### src/rtl/pdr_pkg.sv
package pdr_pkg;
  localparam int CODE_W   = 3;
  localparam logic [CODE_W-1:0] CODE_MAX = 3'd5;
  localparam logic [CODE_W-1:0] CODE_RST = 3'd5;

  typedef enum logic [1:0] {
    XF_IDLE = 2'd0,
    XF_ALE  = 2'd1,
    XF_READ = 2'd2
  } xf_state_t;
endpackage

### src/rtl/pdr_ta_unlock.sv
module pdr_ta_unlock #(
  parameter int DATA_W = 8,
  parameter logic [DATA_W-1:0] KEY_FIRST  = 8'hAA,
  parameter logic [DATA_W-1:0] KEY_SECOND = 8'h55,
  parameter int WINDOW = 4
) (
  input  logic              clk,
  input  logic              rst,
  input  logic              key_wr,
  input  logic [DATA_W-1:0] key_data,
  input  logic              consume,
  output logic              open
);
  localparam int CNT_W = $clog2(WINDOW + 1);

  logic             armed;
  logic [CNT_W-1:0] left;

  always_ff @(posedge clk) begin
    if (rst) begin
      armed <= 1'b0;
      left  <= '0;
    end else begin
      armed <= key_wr && (key_data == KEY_FIRST);
      if (key_wr && armed && (key_data == KEY_SECOND))
        left <= CNT_W'(WINDOW);
      else if (key_wr || consume)
        left <= '0;
      else if (left != '0)
        left <= left - 1'b1;
    end
  end

  assign open = (left != '0);
endmodule

### src/rtl/pdr_size_reg.sv
module pdr_size_reg
  import pdr_pkg::*;
#(
  parameter int ADDR_W = 16,
  parameter int UNIT   = 1024
) (
  input  logic              clk,
  input  logic              rst,
  input  logic              wr,
  input  logic              open,
  input  logic [CODE_W-1:0] wcode,
  output logic [CODE_W-1:0] code,
  output logic [ADDR_W:0]   limit,
  output logic              taken
);
  localparam int LIM_W = ADDR_W + 1;

  assign taken = wr && open;

  always_ff @(posedge clk) begin
    if (rst)
      code <= CODE_RST;
    else if (taken && (wcode <= CODE_MAX))
      code <= wcode;
  end

  always_comb begin
    if (code == '0 || code > CODE_MAX)
      limit = '0;
    else
      limit = LIM_W'(UNIT) << (code - 1'b1);
  end
endmodule

### src/rtl/pdr_ext_fetch.sv
module pdr_ext_fetch
  import pdr_pkg::*;
#(
  parameter int ADDR_W = 16
) (
  input  logic              clk,
  input  logic              rst,
  input  logic              start,
  input  logic [ADDR_W-1:0] addr,
  input  logic [7:0]        ad_in,
  output logic              ale,
  output logic              psen,
  output logic [7:0]        ad_out,
  output logic              ad_oe,
  output logic [ADDR_W-9:0] hi_addr,
  output logic [7:0]        data,
  output logic              data_valid,
  output logic              idle
);
  xf_state_t state;

  always_ff @(posedge clk) begin
    if (rst) begin
      state      <= XF_IDLE;
      ale        <= 1'b0;
      psen       <= 1'b0;
      ad_out     <= '0;
      ad_oe      <= 1'b0;
      hi_addr    <= '0;
      data       <= '0;
      data_valid <= 1'b0;
    end else begin
      data_valid <= 1'b0;
      case (state)
        XF_IDLE: if (start) begin
          state   <= XF_ALE;
          ale     <= 1'b1;
          ad_out  <= addr[7:0];
          ad_oe   <= 1'b1;
          hi_addr <= addr[ADDR_W-1:8];
        end
        XF_ALE: begin
          state <= XF_READ;
          ale   <= 1'b0;
          ad_oe <= 1'b0;
          psen  <= 1'b1;
        end
        XF_READ: begin
          state      <= XF_IDLE;
          psen       <= 1'b0;
          data       <= ad_in;
          data_valid <= 1'b1;
        end
        default: state <= XF_IDLE;
      endcase
    end
  end

  assign idle = (state == XF_IDLE);
endmodule

### src/rtl/prog_decode_router.sv
module prog_decode_router
  import pdr_pkg::*;
#(
  parameter int ADDR_W   = 16,
  parameter int ROM_AW   = 14,
  parameter int UNIT     = 1024,
  parameter int TA_WIN   = 4
) (
  input  logic              clk,
  input  logic              rst,
  input  logic              reg_wr,
  input  logic              reg_sel,
  input  logic [7:0]        reg_wdata,
  output logic [7:0]        reg_rdata,
  input  logic              fetch_valid,
  input  logic [ADDR_W-1:0] fetch_addr,
  output logic              fetch_ready,
  output logic              rom_en,
  output logic [ROM_AW-1:0] rom_addr,
  output logic              ext_ale,
  output logic              ext_psen,
  output logic [7:0]        ext_ad_out,
  output logic              ext_ad_oe,
  input  logic [7:0]        ext_ad_in,
  output logic [ADDR_W-9:0] ext_hi_addr,
  output logic [7:0]        ext_data,
  output logic              ext_data_valid
);
  logic              ta_open;
  logic              size_taken;
  logic [CODE_W-1:0] size_code;
  logic [ADDR_W:0]   size_limit;
  logic              xf_idle;
  logic              accept;
  logic              below;

  pdr_ta_unlock #(
    .DATA_W(8), .KEY_FIRST(8'hAA), .KEY_SECOND(8'h55), .WINDOW(TA_WIN)
  ) u_unlock (
    .clk(clk), .rst(rst),
    .key_wr(reg_wr && !reg_sel), .key_data(reg_wdata),
    .consume(size_taken), .open(ta_open)
  );

  pdr_size_reg #(.ADDR_W(ADDR_W), .UNIT(UNIT)) u_size (
    .clk(clk), .rst(rst),
    .wr(reg_wr && reg_sel), .open(ta_open),
    .wcode(reg_wdata[CODE_W-1:0]),
    .code(size_code), .limit(size_limit), .taken(size_taken)
  );

  assign accept = fetch_valid && xf_idle;
  assign below  = ({1'b0, fetch_addr} < size_limit);

  pdr_ext_fetch #(.ADDR_W(ADDR_W)) u_ext (
    .clk(clk), .rst(rst),
    .start(accept && !below), .addr(fetch_addr), .ad_in(ext_ad_in),
    .ale(ext_ale), .psen(ext_psen), .ad_out(ext_ad_out), .ad_oe(ext_ad_oe),
    .hi_addr(ext_hi_addr), .data(ext_data), .data_valid(ext_data_valid),
    .idle(xf_idle)
  );

  always_ff @(posedge clk) begin
    if (rst) begin
      rom_en   <= 1'b0;
      rom_addr <= '0;
    end else begin
      rom_en <= accept && below;
      if (accept && below)
        rom_addr <= fetch_addr[ROM_AW-1:0];
    end
  end

  assign fetch_ready = xf_idle;
  assign reg_rdata   = {{(8-CODE_W){1'b0}}, size_code};
endmodule

### config.mk
export PLATFORM = sky130hd
export DESIGN_NAME = prog_decode_router
export DESIGN_NICKNAME = d
export VERILOG_FILES = /design/src/rtl/pdr_pkg.sv /design/src/rtl/pdr_ta_unlock.sv /design/src/rtl/pdr_size_reg.sv /design/src/rtl/pdr_ext_fetch.sv /design/src/rtl/prog_decode_router.sv
export SDC_FILE = /design/constraint.sdc
export NUM_CORES = 1
export LEC_CHECK = 0
export ABC_AREA = 1
export BUFFER_PORTS_ARGS = -buffer_cell sky130_fd_sc_hd__buf_2
export CORE_MARGIN = 2
export CORE_UTILIZATION = 42
export DETAILED_ROUTE_END_ITERATION = 16
export PLACE_DENSITY = 0.74
export SLEW_MARGIN = 10
export SYNTH_ARGS = -nofsm -noshare
export SYNTH_HDL_FRONTEND = slang
export SYNTH_SLANG_ARGS = --single-unit
export TNS_END_PERCENT = 30
### constraint.sdc
create_clock -name clk -period 3.65 [get_ports clk]
set_input_delay 0.365 -clock clk [delete_from_list [all_inputs] [get_ports clk]]
set_output_delay 0.365 -clock clk [all_outputs]
set_load 0.03 [all_outputs]
==> summary.md <==
| Metric | Value |
|---|---|
| Count leader, synth | `dfxtp_1` |
| Area of the mapped netlist | `2370 µm²` |
| Worst skew pair latency | `0.30 ns` |
| WL final | `5.04 mm` |
| Sw Ratio | `35.6%` |
| Area grow syn2layout | `21.9%` |
| DR vias/cell | `4.62` |
| Leakage power | `1.35 nW` |
| TritonCTS clock tree | `done` |
| Flops & latches, synth | `51` |
| CP max FO | `16` |
| Tcrit/Tclk final | `55.6%` |
| RSZ-0062 raised after global routing | `no` |
| Number of buffers created by CTS | `5` |
| Clock power frac | `26.8%` |
| Hold violation count in the final report | `0` |
| DR DRC count | `0` |
| DR vias | `2016` |
| Critical path class | `reg -> reg` |
| Die Wd | `79.2 µm` |
| Synth cell count leaders | `dfxtp_1 (51), nand2_1 (44), nand3_1 (27)` |
| Top cell type by total area after synthesis | `dfxtp_1` |
| Global-route wire length before repair | `8.20 mm` |
| Post-DR wirelength/cell | `11.6 µm` |
| Row cnt | `27` |
| DRT iter0 DRCs | `72` |
| Max VDD drop | `0.259 mV` |
| Fin Setup TNS | `0 ns` |
| Syn_area_per_cell | `8.29 µm²` |
| CTS max path bufs | `2` |
| Required @ worst endpoint | `3.80 ns` |
| Top FF cell, synth | `dfxtp_1` |
| DRT antenna net count | `0` |
| Combinational power share | `33.4%` |
| Critical Path, Cell by Cell | `inv_1 -> nand3_1 -> ha_1 -> inv_1 -> nor2_1 -> nand2_1 -> nor2_2 -> nor2_4 -> nand3_4 -> clkinv_2 -> nand2_1 -> a21oi_1` |
| Antenna diodes | `0` |
| Number of gates resized after CTS | `0` |
| Worst Max-Slew Pin Slew | `0.859 ns` |
| Clk slew on worst S/H paths | `0.08 ns` |
| Post-synthesis sequential area ratio | `43.0%` |
| DIE AREA | `6270 µm²` |
| Startpoint class of the critical path | `flop` |
| Sw power | `0.000595 W` |
| Sequential share of power | `39.9%` |
| Root buffer cell | `clkbuf_8` |
| Core area | `5470 µm²` |
| Crit. End Element | `flop` |
| Share of cells above drive strength 1 | `38.5%` |
| Setup Fix Bufs, Post-CTS | `0` |
| HPWL after DPL | `3.83 mm` |
| Pin count of the biggest net entering global routing | `39` |
| Skew final | `0.00673 ns` |
| Fillers | `561` |
| Cell Pwr Density | `578 nW/µm²` |
| Total gr overflow | `0` |
| Final Critical Period | `2.03 ns` |
| I/O Buffers | `83` |
| Relative slew margins | `42.8%` |
| Critical Path Max Stage Delay | `0.35 ns` |
| Multi-input logic area | `1150 µm²` |
| Synth top area share | `43.0%` |
| Post-synth cell types | `31` |
| Initial antenna violation count | `0` |
| Register area | `1020 µm²` |
| Fmax | `492 MHz` |
| Crit path max-delay cell type | `dfxtp_1` |
| HP Class | `in -> reg` |
| Most area-consuming cells after synthesis | `dfxtp_1 (43%), a21oi_2 (7.4%), nand2_1 (7.0%)` |
| Ys async rst share | `0%` |
| CTS hold repair buffers | `0` |
| Tot GR Track Use | `16.5%` |
| Final worst slack | `1.62 ns` |
| Final GP Congestion | `0.821` |
| EDFF count, synth | `0` |
| Nets | `411` |
| Clock sinks | `51` |
| Slew Viols, Final | `0` |
| Setup violations, final | `0` |
| Vias in the first global route | `1885` |
| Die Y | `79.2 µm` |
| Synth Warn # | `0` |
| Initial Util | `43.3%` |
| Pre-CTS WS | `1.61 ns` |
| Outcome | `complete, no violations` |
| Post-synthesis cell count | `286` |
| H-tree Lvls | `2` |
| Internal power | `0.00108 W` |
| Arrival time worst endpoint | `2.18 ns` |
| Num ports | `89` |
| Max Cap Viol | `0` |
| Pre-antenna DRT Iters | `4` |
-- layout make-up --
type	instances	share of cell area, %
clock inverter	2	2.08
clock buffer	6	2.51
sequential	51	35.3
multi-input combinational	200	39.7
inverter	22	2.90
timing repair buffer	83	14.4
tap	72	3.12
-- kinds of logic (layout without fill, tap and decap cells) --
group,count (synthesis),in the layout,synth area share (%)
AO/OA/AOI/OAI,54,54,14.6
XOR/XNOR,1,1,0.369
adder cells (fa/ha/maj),11,11,5.80
buffers and inverters,39,113,9.18
flip-flops,51,51,43.0
other,2,6,0.317
AND/OR/NAND/NOR,128,128,26.7
-- worst max-delay path, delay by kind of cell (launching register included) --
| family | cells | cell delay, ns |
|---|---|---|
| AO/OA/AOI/OAI | 1 | 0.07 |
| AND/OR/NAND/NOR | 7 | 0.72 |
| buffers and inverters | 3 | 0.43 |
| flip-flops | 1 | 0.35 |
| adder cells (fa/ha/maj) | 1 | 0.31 |
-- power by group through the flow --
stage                     clock network [W]  registers, W  logic, W
final                              0.000447      0.000666  0.000558
after global routing               0.000491      0.000675  0.000620
after CTS                          0.000464      0.000667  0.000564
after detailed placement                  0      0.000679  0.000563
after global placement                    0      0.000677  0.000551
after floorplan                           0      0.000785  0.000350
-- sequential cells by signal, indices dropped and copies added (netlist names) --
name,count
u_unlock.left,3
u_size.code,3
u_unlock.armed,1
u_ext.state,2
u_ext.data_valid,1
u_ext.ad_out,8
u_ext.data,8
u_ext.hi_addr,8
rom_addr,14
rom_en,1
u_ext.ad_oe,1
u_ext.psen,1
-- layout by cell type (no fill, tap or decap), drive strengths merged, types with 2 or more instances in the layout --
master   n
inv     20
o21ai   12
nand2   68
clkinv   2
dfxtp   51
buf     83
clkbuf   6
conb     6
nand3   28
ha      11
bufinv   2
a21oi   42
nor2    27
-- final timing paths --
path                                       from                             to  slack [ns]  cells after the start
hold reg to reg   u_unlock.left[1]$_SDFFE_PP0N_  u_unlock.left[1]$_SDFFE_PP0N_        0.46                      2
hold / removal                     reg_wdata[6]      u_unlock.armed$_SDFF_PP0_        0.24                      2
setup reg to reg    u_size.code[2]$_SDFFE_PP1P_       rom_addr[8]$_SDFFE_PP0P_        1.62                     12
setup / recovery    u_size.code[2]$_SDFFE_PP1P_       rom_addr[8]$_SDFFE_PP0P_        1.62                     12
-- metal layers --
layer	vias up	track usage, %	share of wire [%]	routed length (µm)
li1	1063	-	-	-
met1	885	20.1	46	2320
met2	62	27.7	45	2280
met3	6	5.23	7.4	375
met4	0	5.17	1.3	68
met5	-	0	0	0
-- per-stage QoR --
stage	area, µm²	power (W)	hold slack [ns]	cells	util (%)
2_1_floorplan	2390	0.00113	0.437	290	-
3_3_place_gp	2760	0.00123	0.451	428	50.4
3_5_place_dp	2760	0.00124	0.451	428	50.4
4_1_cts	2890	0.00170	0.229	436	52.8
5_1_grt	2890	0.00179	0.228	436	52.8
6_report	2890	0.00167	0.241	436	52.8
Note: power is estimated with default switching activity, not from simulation.
